[config.mk]
export PLATFORM = sky130hd
export DESIGN_NAME = masked_index_unit
export DESIGN_NICKNAME = d
export VERILOG_FILES = /design/src/rtl/idx_pkg.sv /design/src/rtl/idx_mask_reg.sv /design/src/rtl/idx_next.sv /design/src/rtl/idx_ptr_reg.sv /design/src/rtl/masked_index_unit.sv
export SDC_FILE = /design/constraint.sdc
export NUM_CORES = 1
export LEC_CHECK = 0
export ABC_CLOCK_PERIOD_IN_PS = 2970
export BUFFER_PORTS_ARGS = -buffer_cell sky130_fd_sc_hd__clkbuf_2
export CAP_MARGIN = 25
export CORE_ASPECT_RATIO = 1.5
export CORE_MARGIN = 4
export CORE_UTILIZATION = 54
export CTS_CLUSTER_DIAMETER = 100
export DETAILED_ROUTE_END_ITERATION = 8
export PLACE_DENSITY = 0.81
export SETUP_SLACK_MARGIN = 0.02
export SLEW_MARGIN = 20
export SYNTH_ARGS = -nofsm -noshare
export SYNTH_HDL_FRONTEND = slang
export SYNTH_SLANG_ARGS = --single-unit
[constraint.sdc]
create_clock -name clk_i -period 2.97 [get_ports clk_i]
set_input_delay 0.594 -clock clk_i [delete_from_list [all_inputs] [get_ports clk_i]]
set_output_delay 0.594 -clock clk_i [all_outputs]
set_load 0.05 [all_outputs]
[src/rtl/idx_pkg.sv]
package idx_pkg;
  typedef enum logic [1:0] {
    PTR_HOLD = 2'd0,
    PTR_LOAD = 2'd1,
    PTR_STEP = 2'd2
  } ptr_op_e;
endpackage

[src/rtl/idx_mask_reg.sv]
module idx_mask_reg #(
  parameter int unsigned W = 16
) (
  input  logic         clk_i,
  input  logic         rst_ni,
  input  logic         we_i,
  input  logic [W-1:0] d_i,
  output logic [W-1:0] q_o
);
  always_ff @(posedge clk_i or negedge rst_ni) begin
    if (!rst_ni)   q_o <= '0;
    else if (we_i) q_o <= d_i;
  end
endmodule

[src/rtl/idx_next.sv]
module idx_next #(
  parameter int unsigned W  = 16,
  parameter int unsigned OW = 4
) (
  input  logic [W-1:0]  ptr_i,
  input  logic [W-1:0]  mask_i,
  input  logic [OW-1:0] off_i,
  output logic [W-1:0]  next_o
);
  localparam int unsigned EXT_W = W - OW;

  logic [W-1:0] off_ext;
  logic [W-1:0] sum;
  logic         linear;

  assign off_ext = {{EXT_W{off_i[OW-1]}}, off_i};
  assign sum     = ptr_i + off_ext;   // carry out dropped
  assign linear  = (mask_i == '0);

  always_comb begin
    if (linear) next_o = sum;
    else        next_o = (ptr_i & ~mask_i) | (sum & mask_i);
  end
endmodule

[src/rtl/idx_ptr_reg.sv]
module idx_ptr_reg
  import idx_pkg::*;
#(
  parameter int unsigned W = 16
) (
  input  logic         clk_i,
  input  logic         rst_ni,
  input  ptr_op_e      op_i,
  input  logic [W-1:0] load_i,
  input  logic [W-1:0] next_i,
  output logic [W-1:0] q_o
);
  always_ff @(posedge clk_i or negedge rst_ni) begin
    if (!rst_ni) q_o <= '0;
    else begin
      unique case (op_i)
        PTR_LOAD: q_o <= load_i;
        PTR_STEP: q_o <= next_i;
        default:  q_o <= q_o;
      endcase
    end
  end
endmodule

[src/rtl/masked_index_unit.sv]
module masked_index_unit
  import idx_pkg::*;
#(
  parameter int unsigned ADDR_W = 16,
  parameter int unsigned OFF_W  = 4
) (
  input  logic              clk_i,
  input  logic              rst_ni,
  input  logic              mask_we_i,
  input  logic [ADDR_W-1:0] mask_x_i,
  input  logic [ADDR_W-1:0] mask_y_i,
  input  logic              ptr_load_i,
  input  logic [ADDR_W-1:0] ptr_x_i,
  input  logic [ADDR_W-1:0] ptr_y_i,
  input  logic              step_i,
  input  logic [OFF_W-1:0]  off_x_i,
  input  logic [OFF_W-1:0]  off_y_i,
  output logic [ADDR_W-1:0] ptr_x_o,
  output logic [ADDR_W-1:0] ptr_y_o
);
  localparam int unsigned LANES = 2;
  localparam int unsigned EXT_W = ADDR_W - OFF_W;

  ptr_op_e op;

  // load has priority over step
  always_comb begin
    if (ptr_load_i)  op = PTR_LOAD;
    else if (step_i) op = PTR_STEP;
    else             op = PTR_HOLD;
  end

  logic [ADDR_W-1:0] mask_d [LANES];
  logic [ADDR_W-1:0] ld_d   [LANES];
  logic [OFF_W-1:0]  off_d  [LANES];
  logic [ADDR_W-1:0] mask_q [LANES];
  logic [ADDR_W-1:0] nxt    [LANES];
  logic [ADDR_W-1:0] ptr_q  [LANES];

  assign mask_d[0] = mask_x_i;
  assign mask_d[1] = mask_y_i;
  assign ld_d[0]   = ptr_x_i;
  assign ld_d[1]   = ptr_y_i;
  assign off_d[0]  = off_x_i;
  assign off_d[1]  = off_y_i;

  for (genvar l = 0; l < LANES; l++) begin : g_lane
    idx_mask_reg #(.W(ADDR_W)) i_mask (
      .clk_i  (clk_i),
      .rst_ni (rst_ni),
      .we_i   (mask_we_i),
      .d_i    (mask_d[l]),
      .q_o    (mask_q[l])
    );

    idx_next #(.W(ADDR_W), .OW(OFF_W)) i_next (
      .ptr_i  (ptr_q[l]),
      .mask_i (mask_q[l]),
      .off_i  (off_d[l]),
      .next_o (nxt[l])
    );

    idx_ptr_reg #(.W(ADDR_W)) i_ptr (
      .clk_i  (clk_i),
      .rst_ni (rst_ni),
      .op_i   (op),
      .load_i (ld_d[l]),
      .next_i (nxt[l]),
      .q_o    (ptr_q[l])
    );

    AST_HOLD_IDLE: assert property (@(posedge clk_i) disable iff (!rst_ni)
      (!ptr_load_i && !step_i) |=> $stable(ptr_q[l]));

    AST_LOAD_WINS: assert property (@(posedge clk_i) disable iff (!rst_ni)
      ptr_load_i |=> ptr_q[l] == $past(ld_d[l]));

    AST_LINEAR_WRAP: assert property (@(posedge clk_i) disable iff (!rst_ni)
      (step_i && !ptr_load_i && mask_q[l] == '0) |=>
      ptr_q[l] == $past(ptr_q[l] + {{EXT_W{off_d[l][OFF_W-1]}}, off_d[l]}));

    AST_FIXED_BITS: assert property (@(posedge clk_i) disable iff (!rst_ni)
      (step_i && !ptr_load_i && mask_q[l] != '0) |=>
      ((ptr_q[l] ^ $past(ptr_q[l])) & ~$past(mask_q[l])) == '0);

    AST_MASK_NEXT: assert property (@(posedge clk_i) disable iff (!rst_ni)
      mask_we_i |=> mask_q[l] == $past(mask_d[l]));
  end

  assign ptr_x_o = ptr_q[0];
  assign ptr_y_o = ptr_q[1];
endmodule

==> out/metrics.yaml <==
run_status:
  outcome: "completed"
synth:
  syn-cell-area_um2: 4460
  synth_edf_count: 0
  synth_commonest_cells: "64 x dfrtp_1, 54 x o21ai_0, 48 x mux2_2, 34 x a21oi_1, 30 x ha_1"
  synthesis.yosys.warnings: 0
  syn_area_per_cell_um2: 9.79
  synth_area_leaders: "dfrtp_1 36%, mux2_2 12%, ha_1 8.4%"
  syn_inst: 456
  yosysUniqueCellTypes: 56
  ys_seq_area_share_pct: 35.9
  synth_flop_cell: "dfrtp_1"
  synth_top_cell_area_share_pct: 35.9
  synth_nets: 565
  synth_area_leader_cell: "dfrtp_1"
  yosys.cell_count.top_type: "dfrtp_1"
  synth-seq-cells: 64
  ys_async_sr_fraction_pct: 100
global_route:
  grt_max_degree: 65
  antenna_found_initial: 0
  grt_pass1_vias: 4250
  overflow: 0
  track_usage_pct: 26.2
  grt_first_pass_wirelength_um: 19800
die:
  core_um2: 8060
  chipWidth_um: 82.2
  die-height_um: 119
  fp-row-count: 40
  initial_core_util_pct: 55.4
  die_area_um2: 9820
  io_pins: 109
setup_path:
  cp.arrival_ps: 2820
  reg2reg_slack_ps: 420
  critical_path_class: "primary input to flip-flop"
  required_ps: 3230
  r2r_cells: 7
  critPathLaunchType: "primary input"
  cp-end-kind: "flip-flop"
  cp_max_fo: 7
timing:
  whs_ps: 450
  clock_skew_ps: 5.66
  slew_headroom_pct: 43.6
  finalSetupViolCount: 0
  finalCritPeriodShare_pct: 86.1
  min_period_ps: 2560
  report.final.slew_viol_count: 0
  fmaxAchievable_mhz: 391
  worstMarginPinSlew_ps: 846
  rsz0062_at_grt: "false"
  hold_viol_final: 0
  tns_ps: 0
clock_network:
  post-cts-setup-buffers: 0
  clk_path_buf_depth: 2
  insertion_delay_ps: 330
  hold_buffers: 0
  post_cts_resized: 0
  clock_tree.htree_level_count: 3
  cts_sinks: 64
  cts_tree: "built"
  clk_pin_slew_ps: 60
  cts_buffers: 9
  cts-root-buf: "clkbuf_16"
pwr:
  ir_worst_vdd_mv: 0.390
  powerDensity_nw_per_um2: 648
  power.leakage_uw: 0.00249
  totalPowerFinal_uw: 3490
routing:
  post-route-drc-count: 0
  drtIter0Drc: 217
  routed_wl_um: 12200
  final_antenna_net_count: 0
  vias: 4008
  dr.pass1.iters: 4
  via_per_inst: 5.96
  wire_per_inst_um: 18.1
finish:
  final_util_pct: 66.8
  nets: 671
  n_antenna_cell: 0
  synthToLayoutAreaGrowth_pct: 20.7
  layout-drive-gt1-share_pct: 34.0
flow_run:
  maxCapViolations: 0
placed_design:
  hpwl_um: 9350
  place_congestion: 0.929
  io_buffers: 108
worst_hold_path:
  min_path_type: "primary input to asynchronous set/reset pin"
[stage by stage]
step,setup slack [ps],cells,instance area [um2]
after floorplan,368,456,4460
after global placement,150,656,5100
after detailed placement,78.9,656,5100
after CTS,428,672,5390
after global routing,319,672,5390
final,412,672,5390
[worst max-delay path by stage]
| stage | from | to | slack (ps) | cells after the start |
|---|---|---|---|---|
| 2_1_floorplan | flip-flop | flip-flop | 370 | 7 |
| 3_3_place_gp | off_y_i[3] | flip-flop | 150 | 8 |
| 3_5_place_dp | off_y_i[3] | flip-flop | 80 | 8 |
| 4_1_cts | off_y_i[3] | flip-flop | 430 | 8 |
| 5_1_grt | off_y_i[3] | flip-flop | 320 | 8 |
| 6_report | off_y_i[3] | flip-flop | 410 | 8 |
[cells by family after synthesis]
family	after synthesis	synth area share, %
simple gates	98	11.0
fa+ha+maj	32	9.30
buf+inv	31	2.63
compound gates	150	22.2
flops	64	35.9
mux	57	14.2
xor+xnor	24	4.71
[metal layers]
| layer | vias to the layer above | global-route usage (%) | routed length (um) |
|---|---|---|---|
| li1 | 1918 | - | - |
| met1 | 1905 | 28.5 | 4380 |
| met2 | 154 | 46.7 | 6660 |
| met3 | 31 | 4.92 | 653 |
| met4 | 0 | 13.1 | 487 |
| met5 | - | 0 | 0 |
[power by group]
part	leakage (uW)	switching, uW	internal [uW]
registers	0.000751	110	990
logic	0.00161	843	539
clock network	0.000135	399	610
total	0.00249	1350	2140
[layout make-up]
type / instances / area, um2
Tap cell: 105 / 131
Timing Repair Buffer: 112 / 571
Sequential cell: 64 / 1600
Fill cell: 630 / 2670
Clock buffer: 12 / 256
Multi-Input combinational cell: 361 / 2750
Inverter: 14 / 52.6
Clock inverter: 4 / 28.8
[placed cells by master (no fill, tap or decap), drive strengths merged, types with 9 or more instances in the layout]
cell / n
nor4: 9
a21o: 11
ha: 30
mux2: 49
xor2: 10
o21ai: 54
nand2: 24
xnor2: 14
dfrtp: 64
a21oi: 34
inv: 14
clkbuf: 120
o21a: 11
nor2: 24
[critical path, stage by stage]
cell and delay [ps]:
clkbuf_2 160, ha_1 420, a2111oi_4 430, o31ai_4 170, a31oi_2 290, mux2_4 330
or3b_1 350, nand3_1 80
Power figures use the tool's default switching activity.
